===== src/rtl/bnp_pkg.sv =====
package bnp_pkg;

    typedef enum logic [1:0] {
        PH_IDLE = 2'd0,
        PH_LOAD = 2'd1,
        PH_EMIT = 2'd2
    } bnp_phase_e;

    function automatic int guard_bits(input int edges);
        return $clog2(edges + 1);
    endfunction

endpackage


===== src/rtl/bnp_sub_sat.sv =====
module bnp_sub_sat #(
    parameter int MSG_W = 4,
    parameter int ACC_W = 7
) (
    input  logic signed [ACC_W-1:0] total,
    input  logic signed [MSG_W-1:0] own_msg,
    output logic signed [MSG_W-1:0] result
);
    localparam int DIF_W = ACC_W + 1;
    localparam logic signed [DIF_W-1:0] HI = DIF_W'((1 <<< (MSG_W - 1)) - 1);
    localparam logic signed [DIF_W-1:0] LO = -DIF_W'(1 <<< (MSG_W - 1));

    logic signed [DIF_W-1:0] diff;

    always_comb begin
        diff = DIF_W'(total) - DIF_W'(own_msg);
        if (diff > HI)      result = HI[MSG_W-1:0];
        else if (diff < LO) result = LO[MSG_W-1:0];
        else                result = diff[MSG_W-1:0];
    end
endmodule


===== src/rtl/bnp_par_core.sv =====
module bnp_par_core #(
    parameter int MSG_W  = 4,
    parameter int N_EDGE = 4,
    parameter int ACC_W  = 7
) (
    input  logic                       clk,
    input  logic                       rst,
    input  logic                       fire,
    input  logic [MSG_W-1:0]           chan,
    input  logic [N_EDGE*MSG_W-1:0]    msgs,
    output logic [ACC_W-1:0]           post_q,
    output logic [N_EDGE*MSG_W-1:0]    lanes_q,
    output logic                       vld_q
);
    logic signed [ACC_W-1:0]        total;
    logic        [N_EDGE*MSG_W-1:0] lanes_d;

    always_comb begin
        total = ACC_W'($signed(chan));
        for (int i = 0; i < N_EDGE; i++) begin
            total = total + ACC_W'($signed(msgs[i*MSG_W +: MSG_W]));
        end
    end

    for (genvar g = 0; g < N_EDGE; g++) begin : g_lane
        bnp_sub_sat #(.MSG_W(MSG_W), .ACC_W(ACC_W)) u_sub (
            .total   (total),
            .own_msg (msgs[g*MSG_W +: MSG_W]),
            .result  (lanes_d[g*MSG_W +: MSG_W])
        );
    end

    always_ff @(posedge clk) begin
        if (rst) begin
            post_q  <= '0;
            lanes_q <= '0;
            vld_q   <= 1'b0;
        end else begin
            vld_q <= fire;
            if (fire) begin
                post_q  <= total;
                lanes_q <= lanes_d;
            end
        end
    end

    p_latency_r5: assert property (@(posedge clk) disable iff (rst) fire |=> vld_q);
    p_no_event_r6: assert property (@(posedge clk) disable iff (rst) !fire |=> !vld_q);
    p_hold_post_r6: assert property (@(posedge clk) disable iff (rst) !fire |=> $stable(post_q));
endmodule


===== src/rtl/bnp_ser_core.sv =====
module bnp_ser_core
    import bnp_pkg::*;
#(
    parameter int MSG_W  = 4,
    parameter int N_EDGE = 4,
    parameter int ACC_W  = 7
) (
    input  logic             clk,
    input  logic             rst,
    input  logic             start,
    input  logic             in_valid,
    input  logic [MSG_W-1:0] chan,
    input  logic [MSG_W-1:0] msg,
    output logic [ACC_W-1:0] post,
    output logic [MSG_W-1:0] lane,
    output logic             vld,
    output logic             last
);
    localparam int CNT_W = $clog2(N_EDGE + 1);
    localparam int IDX_W = (N_EDGE > 1) ? $clog2(N_EDGE) : 1;
    localparam logic [CNT_W-1:0] CNT_LAST = CNT_W'(N_EDGE - 1);

    bnp_phase_e              phase;
    logic signed [ACC_W-1:0] acc;
    logic [CNT_W-1:0]        cnt;
    logic [IDX_W-1:0]        idx;
    logic signed [MSG_W-1:0] store [N_EDGE];

    assign idx = cnt[IDX_W-1:0];

    always_ff @(posedge clk) begin
        if (rst) begin
            phase <= PH_IDLE;
            acc   <= '0;
            cnt   <= '0;
        end else begin
            unique case (phase)
                PH_IDLE: if (start) begin
                    acc   <= ACC_W'($signed(chan));
                    cnt   <= '0;
                    phase <= PH_LOAD;
                end
                PH_LOAD: if (in_valid) begin
                    acc <= acc + ACC_W'($signed(msg));
                    if (cnt == CNT_LAST) begin
                        cnt   <= '0;
                        phase <= PH_EMIT;
                    end else begin
                        cnt <= cnt + 1'b1;
                    end
                end
                PH_EMIT: begin
                    if (cnt == CNT_LAST) begin
                        cnt   <= '0;
                        phase <= PH_IDLE;
                    end else begin
                        cnt <= cnt + 1'b1;
                    end
                end
                default: phase <= PH_IDLE;
            endcase
        end
    end

    always_ff @(posedge clk) begin
        if (phase == PH_LOAD && in_valid) store[idx] <= msg;
    end

    bnp_sub_sat #(.MSG_W(MSG_W), .ACC_W(ACC_W)) u_sub (
        .total   (acc),
        .own_msg (store[idx]),
        .result  (lane)
    );

    assign post = acc;
    assign vld  = (phase == PH_EMIT);
    assign last = (phase == PH_EMIT) && (cnt == CNT_LAST);

    p_acc_hold_r7: assert property (@(posedge clk) disable iff (rst)
        (phase == PH_LOAD && !in_valid) |=> $stable(acc));
    p_busy_start_r10: assert property (@(posedge clk) disable iff (rst)
        (phase == PH_EMIT && start) |=> (phase != PH_LOAD));
    p_emit_run_r8: assert property (@(posedge clk) disable iff (rst)
        (phase == PH_EMIT && cnt != CNT_LAST) |=> (phase == PH_EMIT));
    p_emit_acc_r8: assert property (@(posedge clk) disable iff (rst)
        (phase == PH_EMIT) |=> $stable(acc));
endmodule


===== src/rtl/ldpc_bitnode.sv =====
module ldpc_bitnode
    import bnp_pkg::*;
#(
    parameter int MSG_W  = 4,
    parameter int N_EDGE = 4,
    parameter bit SERIAL = 1'b0,
    localparam int ACC_W = MSG_W + guard_bits(N_EDGE)
) (
    input  logic                    clk,
    input  logic                    rst,
    input  logic                    start,
    input  logic                    in_valid,
    input  logic [MSG_W-1:0]        chan_llr,
    input  logic [N_EDGE*MSG_W-1:0] msg_in,
    output logic                    out_valid,
    output logic                    done,
    output logic [N_EDGE*MSG_W-1:0] msg_out,
    output logic [ACC_W-1:0]        post_llr,
    output logic                    hard_bit
);
    if (SERIAL) begin : g_seq
        logic [MSG_W-1:0] lane0;
        bnp_ser_core #(.MSG_W(MSG_W), .N_EDGE(N_EDGE), .ACC_W(ACC_W)) u_core (
            .clk      (clk),
            .rst      (rst),
            .start    (start),
            .in_valid (in_valid),
            .chan     (chan_llr),
            .msg      (msg_in[MSG_W-1:0]),
            .post     (post_llr),
            .lane     (lane0),
            .vld      (out_valid),
            .last     (done)
        );
        assign msg_out = {{((N_EDGE-1)*MSG_W){1'b0}}, lane0};
    end else begin : g_conc
        logic fire;
        assign fire = start & in_valid;
        bnp_par_core #(.MSG_W(MSG_W), .N_EDGE(N_EDGE), .ACC_W(ACC_W)) u_core (
            .clk     (clk),
            .rst     (rst),
            .fire    (fire),
            .chan    (chan_llr),
            .msgs    (msg_in),
            .post_q  (post_llr),
            .lanes_q (msg_out),
            .vld_q   (out_valid)
        );
        assign done = out_valid;
    end

    assign hard_bit = post_llr[ACC_W-1];

    p_done_in_valid_r9: assert property (@(posedge clk) disable iff (rst) done |-> out_valid);
endmodule


===== config.mk =====
export PLATFORM = sky130hd
export DESIGN_NAME = ldpc_bitnode
export DESIGN_NICKNAME = d
export VERILOG_FILES = /design/src/rtl/bnp_pkg.sv /design/src/rtl/bnp_sub_sat.sv /design/src/rtl/bnp_par_core.sv /design/src/rtl/bnp_ser_core.sv /design/src/rtl/ldpc_bitnode.sv
export SDC_FILE = /design/constraint.sdc
export NUM_CORES = 1
export LEC_CHECK = 0
export BUFFER_PORTS_ARGS = -buffer_cell sky130_fd_sc_hd__buf_2
export CAP_MARGIN = 20
export CORE_ASPECT_RATIO = 0.9
export CORE_MARGIN = 10
export CORE_UTILIZATION = 41
export DETAILED_ROUTE_END_ITERATION = 7
export PLACE_DENSITY = 0.6
export SKIP_CTS_REPAIR_TIMING = 1
export SLEW_MARGIN = 20
export SYNTH_ARGS = -nofsm -noshare
export SYNTH_HDL_FRONTEND = slang
export SYNTH_SLANG_ARGS = --single-unit

===== constraint.sdc =====
create_clock -name clk -period 5.1 [get_ports clk]
set_input_delay 0.255 -clock clk [delete_from_list [all_inputs] [get_ports clk]]
set_output_delay 0.255 -clock clk [all_outputs]
set_load 0.005 [all_outputs]

After elaboration in Yosys (flattened, before gate mapping)
Cells that the tools add are included.
Widths: inputs -> output; s select.
{"block": "op_classes", "div_mod_pow": 0, "add_sub_neg": 8, "n_eq_ne": 0, "bitwise": 1, "mux": 8, "n_lt_le_gt_ge": 8, "reduce_logical": 0, "shifts": 0, "multipliers": 0}
{"operator": "$gt 8x4->1 const B", "count": 4}
{"operator": "$lt 8x4->1 const B", "count": 4}
{"operator": "$mux 4", "count": 8}
{"operator": "$sub 7x4->8", "count": 4}
{"operator": "$add 7x4->7", "count": 2}
{"operator": "$add 5x4->6", "count": 1}
{"operator": "$add 4x4->5", "count": 1}
{"operator": "$and 1x1->1", "count": 1}
{"block": "word_totals", "ff_bits": 24, "out_inout_bits": 26, "mem_bits_rw": 0, "word_cells": 28, "input_bits": 24, "rom_bits": 0, "n_memories": 0, "latchBits": 0}

Depth between registers and ports, before layout
Gate-level depths: netlist (run 1).
{"block": "depth", "word_depth": 8, "ltp_mapped": 21, "ltp_nobuf": 21}

Modules after synthesis
From an unflattened synthesis (run 1), not the netlist that was laid out.
{"block": "unflattened", "hier_cells": 358, "area_unflattened_um2": 2944.1}
{"module": "bnp_par_core", "seq_area_each_um2": 480.5, "area_each_um2": 1453.9, "cells_each": 146, "n_inst": 1}
{"module": "bnp_sub_sat (g_conc.u_core.g_lane[0].u_sub ...)", "seq_area_each_um2": 0.0, "area_each_um2": 354.1, "cells_each": 52, "n_inst": 3}
{"module": "bnp_sub_sat (g_conc.u_core.g_lane[1].u_sub)", "seq_area_each_um2": 0.0, "area_each_um2": 406.6, "cells_each": 53, "n_inst": 1}
{"module": "ldpc_bitnode", "seq_area_each_um2": 0.0, "area_each_um2": 21.3, "cells_each": 3, "n_inst": 1}

Worst setup path after synthesis (run 1)
No wires, ideal clock.
{"block": "synth_timing", "path_type": "input to register", "startpoint": "input msg_in[1]", "endpoint": "register g_conc.u_core.lanes_q[12]", "path_slack_ps": 406, "setup_time_ps": 142, "arrival_ps": 4552, "required_ps": 4958, "cell_stages": 20, "path_buffers": 0, "cell_sequence": "inv_1 > fa_1 > inv_1 > ha_1 > inv_1 > fa_1 > inv_1 > fa_1 > ha_1 > a21o_1 > a21oi_1 > o21bai_1 > a21oi_1 > xnor2_1 > ha_1 > mux2_2 > a311oi_1 > o21ai_1 > o31ai_1 > a311oi_1"}
{"block": "synth_between", "elab_chain_len": 8, "elab_cells_between_ends": 9, "classes_between": "5 x add/sub; 2 x order compare; 2 x mux"}
{"element": "start, declared", "line_no": "ldpc_bitnode.sv:14", "source": "input logic [N_EDGE*MSG_W-1:0] msg_in,"}
{"element": "$add 4x4->5 *", "line_no": "bnp_par_core.sv:21", "source": "total = total + ACC_W'($signed(msgs[i*MSG_W +: MSG_W]));"}
{"element": "$add 5x4->6 *", "line_no": "bnp_par_core.sv:21"}
{"element": "$add 7x4->7 * (2 in a row)", "line_no": "bnp_par_core.sv:21"}
{"element": "via g_conc.u_core.g_lane[0].u_sub.total[6]", "line_no": "bnp_sub_sat.sv:5", "source": "input logic signed [ACC_W-1:0] total,"}
{"element": "$sub 7x4->8 *", "line_no": "bnp_sub_sat.sv:16", "source": "diff = DIF_W'(total) - DIF_W'(own_msg);"}
{"element": "$lt 8x4->1", "line_no": "bnp_sub_sat.sv:18", "source": "else if (diff < LO) result = LO[MSG_W-1:0];"}
{"element": "$mux 4", "line_no": "bnp_sub_sat.sv:18"}
{"element": "$mux 4 *", "line_no": "bnp_sub_sat.sv:17", "source": "if (diff > HI) result = HI[MSG_W-1:0];"}
{"element": "end signal, assigned", "line_no": "bnp_par_core.sv:42", "source": "lanes_q <= lanes_d;"}
{"element": "end, declared", "line_no": "bnp_par_core.sv:12", "source": "output logic [N_EDGE*MSG_W-1:0] lanes_q,"}
The timed path passes the listed nets; every way through them passes the cells marked *.
A chain may end at the register's enable or synchronous reset.

Worst setup path in the final report (run 1)
{"block": "layout_timing", "startpoint": "input msg_in[5]", "endpoint": "register g_conc.u_core.lanes_q[0]"}
{"block": "layout_between", "elab_chain_len": 7, "elab_cells_between_ends": 8, "classes_between": "4 x add/sub; 2 x order compare; 2 x mux"}
{"element": "$add 5x4->6 *", "line_no": "bnp_par_core.sv:21"}
{"element": "$add 7x4->7 * (2 in a row)", "line_no": "bnp_par_core.sv:21"}
{"element": "via g_conc.u_core.g_lane[0].u_sub.total[6]", "line_no": "bnp_sub_sat.sv:5"}
{"element": "$sub 7x4->8 *", "line_no": "bnp_sub_sat.sv:16"}
{"element": "$lt 8x4->1", "line_no": "bnp_sub_sat.sv:18"}
{"element": "$mux 4", "line_no": "bnp_sub_sat.sv:18"}
{"element": "$mux 4 *", "line_no": "bnp_sub_sat.sv:17"}
Marks and branches as above.

==> results of run 1 <==
## registers in the layout, summed over array words and instances, names as in the netlist
register / flops
g_conc.u_core.vld_q: 1
g_conc.u_core.post_q: 7
g_conc.u_core.lanes_q: 16
## cell usage after synthesis (all sizes together), types with 8 or more instances
| cell | instances | area share |
|---|---|---|
| o21ai | 10 | 0.018 |
| nor3 | 9 | 0.016 |
| nor2 | 37 | 0.050 |
| a21o | 10 | 0.027 |
| nand2 | 13 | 0.017 |
| dfxtp | 24 | 0.17 |
| a21oi | 15 | 0.027 |
| ha | 37 | 0.17 |
| or3 | 8 | 0.020 |
| fa | 16 | 0.11 |
| inv | 41 | 0.055 |
| a211oi | 11 | 0.029 |
## final timing paths
path	to	cells past startpoint	start
setup / recovery	g_conc.u_core.lanes_q[0]	23	msg_in[5]
hold / removal	g_conc.u_core.lanes_q[12]	4	msg_in[12]
setup reg to reg	g_conc.u_core.lanes_q[5]	4	g_conc.u_core.lanes_q[5]
hold reg to reg	g_conc.u_core.post_q[4]	2	g_conc.u_core.post_q[4]
## final cells by class
class / count / area, um2
fill: 664 / 3290
multi-input combinational: 260 / 2160
clock inverter: 1 / 30.0
clock buffer: 3 / 41.3
timing repair buffer: 63 / 350
inverter: 41 / 154
sequential: 24 / 480
tap: 90 / 113
## layer usage
layer / up-vias / wire [um]
li1: 1326 / -
met3: 3 / 371
met4: 0 / 36
met2: 64 / 3170
met5: - / 0
met1: 1169 / 3340
## worst min-delay path, delay by kind of cell
family                   cells  cell delay (ps)
buffers and inverters        1              100
adder cells (fa/ha/maj)      1              120
AO/OA/AOI/OAI                2              180
## cells by family (layout without fill, tap and decap cells)
family / count (synthesis) / in the layout / share of synthesized area
simple gates: 93 / 93 / 0.166
xor+xnor: 13 / 13 / 0.0406
mux: 2 / 2 / 0.00759
compound gates: 99 / 99 / 0.264
buf+inv: 51 / 108 / 0.0710
flops: 24 / 24 / 0.172
fa+ha+maj: 53 / 53 / 0.280
## metrics by stage
stage               instances  cell area, um2  hold WS [ps]
finish                    482            3330           422
global route              482            3330           448
CTS                       482            3290           427
detailed placement        478            3220           452
global placement          478            3220           446
floorplan                 335            2800           453
==> results.sh, run 1 <==
export IMPL_syn_inst=335
export IMPL_postSynth_asyncResetShare=0
export IMPL_critical_path_top_delay_family="adder cells"
export IMPL_synth_distinct_cells=57
export IMPL_rrSetupSlack_ps=4160
export IMPL_status="finished, final reports clean"
export IMPL_clk_path_buf_depth=2
export IMPL_core_area_mm2=0.00662
export IMPL_firstDrtPassIters=4
export IMPL_num_vias=2562
export IMPL_nets=470
export IMPL_avgSynthCellArea_um2=8.36
export IMPL_ctsHtreeMaxLevel=1
export IMPL_place_congestion=0.819
export IMPL_slew_headroom=0.659
export IMPL_use_met1=0.174
export IMPL_slowest_stage="fa_1"
export IMPL_root_buffer="clkbuf_8"
export IMPL_drive_above_1_share=0.207
export IMPL_initial_utilization=0.423
export IMPL_max_slew_worst_pin_slew_ps=510
export IMPL_cts_tree="built"
export IMPL_fin_skew_ps=0
export IMPL_grt_pass1_vias=2521
export IMPL_clk_pin_slew_worst_paths_ps=90
export IMPL_max_freq_mhz=209
export IMPL_synth_edf_count=0
export IMPL_fin_crit_sh=0.936
export IMPL_ys_ff_latch=24
export IMPL_cp_start_kind="primary input"
export IMPL_drcViolationCount=0
export IMPL_cp_common_cell="inv_1"
export IMPL_num_antenna_cells=0
export IMPL_mappedNetlistNets=412
export IMPL_grt_max_degree=34
export IMPL_via_per_inst=5.32
export IMPL_synth_warnings=0
export IMPL_grt_busiest_layer="met2"
export IMPL_critical_path_max_fanout=4
export IMPL_pre_cts_ws_ps=-83.2
export IMPL_insertion_delay_ps=270
export IMPL_path_class="in2reg"
export IMPL_cp_buffers_inverters=6
export IMPL_required_ps=5240
export IMPL_drv_slew=0
export IMPL_ant_nets=0
export IMPL_grt_pass1_wl_um=11700
export IMPL_wl_per_cell_um=14.4
export IMPL_antenna_found_initial=0
export IMPL_cts_buffers=3
export IMPL_grtUsageTotal=0.131
export IMPL_crit_path_max_incr_delay_ps=490
export IMPL_routed_wl_um=6920
export IMPL_synthFlopType="dfxtp_1"
export IMPL_layout_common_cells="buf_2, inv_1, nor2_1, ha_1, dfxtp_1"
export IMPL_die_area_mm2=0.0105
export IMPL_cap_violations=0
export IMPL_die_h_um=98.4
export IMPL_grt_use_met2=0.208
export IMPL_worst_slack_ps=326
export IMPL_setup_tns_ps=0
export IMPL_final_common_cell="buf_2"
export IMPL_path_cells="buf_2 -> inv_1 -> fa_1 -> inv_1 -> ha_1 -> inv_1 -> fa_1 -> inv_1 -> fa_1 -> ha_1 -> a21o_1 -> a21oi_2 -> o21bai_1 -> a21oi_1 -> xnor2_1 -> buf_4 -> ha_1 -> nand2b_1 -> o21ai_0 -> a311oi_2 -> o2111ai_1 -> a21oi_1 -> a211oi_1"
export IMPL_post_route_util=0.503
export IMPL_finalSetupViolCount=0
export IMPL_post_route_min_period_ps=4770
export IMPL_die_w_um=107
export IMPL_met3_usage=0.0228
export IMPL_io_pins=50
export IMPL_ys_seq_area_frac=0.172
export IMPL_finalHoldViolCount=0
export IMPL_drtIter0Drc=95
export IMPL_hold_class="in2reg"
export IMPL_clkSinkCount=24
export IMPL_grt_overflow_total=0
export IMPL_endpoint_kind="flip-flop"
export IMPL_cp_arrival_ps=4920
export IMPL_netlist_area_mm2=0.00280
export IMPL_numPortBuffers=49
export IMPL_place_hpwl_um=5720
export IMPL_area_growth_syn_to_layout_pct=18.8
export IMPL_std_cell_rows=28
Power of run 1 is not shown: default switching activity piles up to over one toggle a cycle in this logic, so the estimate is an artifact.
==> inputs of run 2 (changes only) <==
--- a/config.mk
+++ b/config.mk
@@ -5,12 +5,14 @@
 export SDC_FILE = /design/constraint.sdc
 export NUM_CORES = 1
 export LEC_CHECK = 0
+export ABC_AREA = 1
 export BUFFER_PORTS_ARGS = -buffer_cell sky130_fd_sc_hd__buf_2
 export CAP_MARGIN = 20
 export CORE_ASPECT_RATIO = 0.9
 export CORE_MARGIN = 10
 export CORE_UTILIZATION = 41
 export DETAILED_ROUTE_END_ITERATION = 7
+export HOLD_SLACK_MARGIN = 0.05
 export PLACE_DENSITY = 0.6
 export SKIP_CTS_REPAIR_TIMING = 1
 export SLEW_MARGIN = 20
==> run 2 against run 1 <==
Die area shrank 1.5%. Utilization shrank 1.8 points. Cell count grew 13%. Clock skew is the same. Non-clock buffer count shrank 11. Via count grew 2.3%. Synthesized cell count grew 21%.
==> results.sh, run 2 <==
export IMPL_status="finished, final reports clean"
export IMPL_drive_above_1_share=0.138
export IMPL_synth_edf_count=0
export IMPL_via_per_inst=4.81
export IMPL_reg2regPathDepth=4
export IMPL_critical_path_max_fanout=5
export IMPL_finalHoldViolCount=0
export IMPL_die_h_um=97.7
export IMPL_regMostFlops="g_conc.u_core.lanes_q"
export IMPL_grt_setup_unrepaired="no"
export IMPL_firstDrtPassIters=4
export IMPL_avgSynthCellArea_um2=6.79
export IMPL_fin_skew_ps=0
export IMPL_grt_pass1_wl_um=11900
export IMPL_numPortBuffers=49
export IMPL_core_area_mm2=0.00655
export IMPL_required_ps=5280
export IMPL_grt_pass1_vias=2590
export IMPL_die_w_um=106
export IMPL_final_common_cell="nand2_1"
export IMPL_synthFlopType="dfxtp_1"
export IMPL_regArea_um2=480
export IMPL_max_slew_worst_pin_slew_ps=588
export IMPL_grt_max_degree=23
export IMPL_rrSetupSlack_ps=4360
export IMPL_synth_area_top_cells="dfxtp_1, ha_1, nand2_1, fa_1, inv_1"
export IMPL_die_area_mm2=0.0104
export IMPL_wl_per_cell_um=12.7
export IMPL_cap_violations=0
export IMPL_postSynth_asyncResetShare=0
export IMPL_clk_path_buf_depth=2
export IMPL_synth_distinct_cells=25
export IMPL_synth_most_common_cell="nand2_1"
export IMPL_syn_inst=405
export IMPL_yosysTopAreaCellShare=0.175
export IMPL_area_growth_syn_to_layout_pct=15.3
export IMPL_setup_worst_path_start="msg_in[5]"
export IMPL_layout_common_cells="nand2_1, inv_1, buf_2, ha_1, a21oi_1"
export IMPL_mappedNetlistNets=482
export IMPL_yosys_top_cells_count="nand2_1, inv_1, ha_1"
export IMPL_root_buffer="clkbuf_8"
export IMPL_cp_arrival_ps=4600
export IMPL_netlist_area_mm2=0.00275
export IMPL_clk_pin_slew_worst_paths_ps=90
export IMPL_std_cell_rows=28
export IMPL_initial_utilization=0.420
export IMPL_setup_tns_ps=0
export IMPL_drcViolationCount=0
export IMPL_insertion_delay_ps=280
export IMPL_num_antenna_cells=0
export IMPL_post_synth_top_area_cell="dfxtp_1"
export IMPL_multi_input_area_mm2=0.00195
export IMPL_max_freq_mhz=226
export IMPL_synth_warnings=0
export IMPL_grtUsageTotal=0.136
export IMPL_ys_seq_area_frac=0.175
export IMPL_cts_tree="built"
export IMPL_endpoint_kind="flip-flop"
export IMPL_cp_start_kind="primary input"
export IMPL_crit_end="g_conc.u_core.lanes_q[5]"
export IMPL_num_vias=2620
export IMPL_routed_wl_um=6940
export IMPL_drtIter0Drc=112
export IMPL_holdWs_ps=214
export IMPL_path_class="in2reg"
export IMPL_place_hpwl_um=5940
export IMPL_cts_buffers=3
export IMPL_antenna_found_initial=0
export IMPL_ctsHtreeMaxLevel=1
export IMPL_post_route_min_period_ps=4420
export IMPL_fin_crit_sh=0.867
export IMPL_io_pins=50
export IMPL_ant_nets=0
export IMPL_r2r_start="g_conc.u_core.post_q[6]"
export IMPL_slew_headroom=0.608
export IMPL_reg2reg_to="g_conc.u_core.post_q[6]"
export IMPL_ys_ff_latch=24
export IMPL_drv_slew=0
export IMPL_nFillCells=718
export IMPL_place_congestion=0.801
export IMPL_largest_reg_flops=16
export IMPL_finalSetupViolCount=0
export IMPL_nets=533
export IMPL_clkSinkCount=24
export IMPL_top_regs="g_conc.u_core.lanes_q (16), g_conc.u_core.post_q (7), g_conc.u_core.vld_q (1)"
export IMPL_hold_class="in2reg"
export IMPL_grt_overflow_total=0
run 2: changes by cell type after synthesis, sizes merged, moves of 10 or more:
cell and change:
nand2 +96, inv +35, nand3 +26, a21oi +23, nor2 -18, o21ai +13
a211oi -11, a21o -10
run 2: worst min-delay path by stage:
stage,from,end,cells after the start
final,rst,g_conc.u_core.lanes_q[4],2
after global routing,rst,g_conc.u_core.lanes_q[5],2
after CTS,rst,g_conc.u_core.lanes_q[5],2
after detailed placement,g_conc.u_core.post_q[1],g_conc.u_core.post_q[1],2
after global placement,g_conc.u_core.lanes_q[15],g_conc.u_core.lanes_q[15],2
after floorplan,rst,g_conc.u_core.lanes_q[4],1
run 2: logic make-up after synthesis:
group	synth area share
compound gates	0.119
xor+xnor	0.0510
buf+inv	0.116
flops	0.175
fa+ha+maj	0.285
simple gates	0.254
run 2: cell type report:
type / instances / area share
multi-input combinational: 298 / 0.615
sequential: 24 / 0.151
inverter: 77 / 0.0911
timing repair buffer: 52 / 0.0844
tap: 90 / 0.0355
clock buffer: 3 / 0.0130
clock inverter: 1 / 0.00947
run 2: per-stage QoR:
stage / worst slack (ps) / area (um2) / cells / utilization
detailed placement: 351 / 3100 / 541 / 0.473
floorplan: 848 / 2750 / 405 / -
finish: 678 / 3170 / 545 / 0.484
global placement: 482 / 3100 / 541 / 0.473
CTS: 635 / 3170 / 545 / 0.484
global route: 220 / 3170 / 545 / 0.484
run 2: critical path, stage by stage:
cell	delay [ps]
buf_2	100
inv_1	140
fa_1	430
inv_1	60
ha_1	180
inv_1	60
fa_1	400
xor2_1	190
fa_1	480
inv_1	40
ha_1	340
a21oi_1	200
nand2_1	70
nand2_1	70
nand2_1	50
a21oi_1	140
xor2_1	80
buf_4	160
ha_1	350
inv_1	90
nor3_1	240
nand2_1	90
o21ai_1	130
a21oi_2	90
nand2_1	80
a21oi_1	50
run 2: routing by layer:
metal	GRT usage	share of wire	vias up
met3	0.0345	0.062	13
met5	0	0	-
met4	0.0343	0.017	0
met2	0.215	0.42	59
li1	-	-	1382
met1	0.177	0.50	1166
Power of run 2 is left out for the same reason.
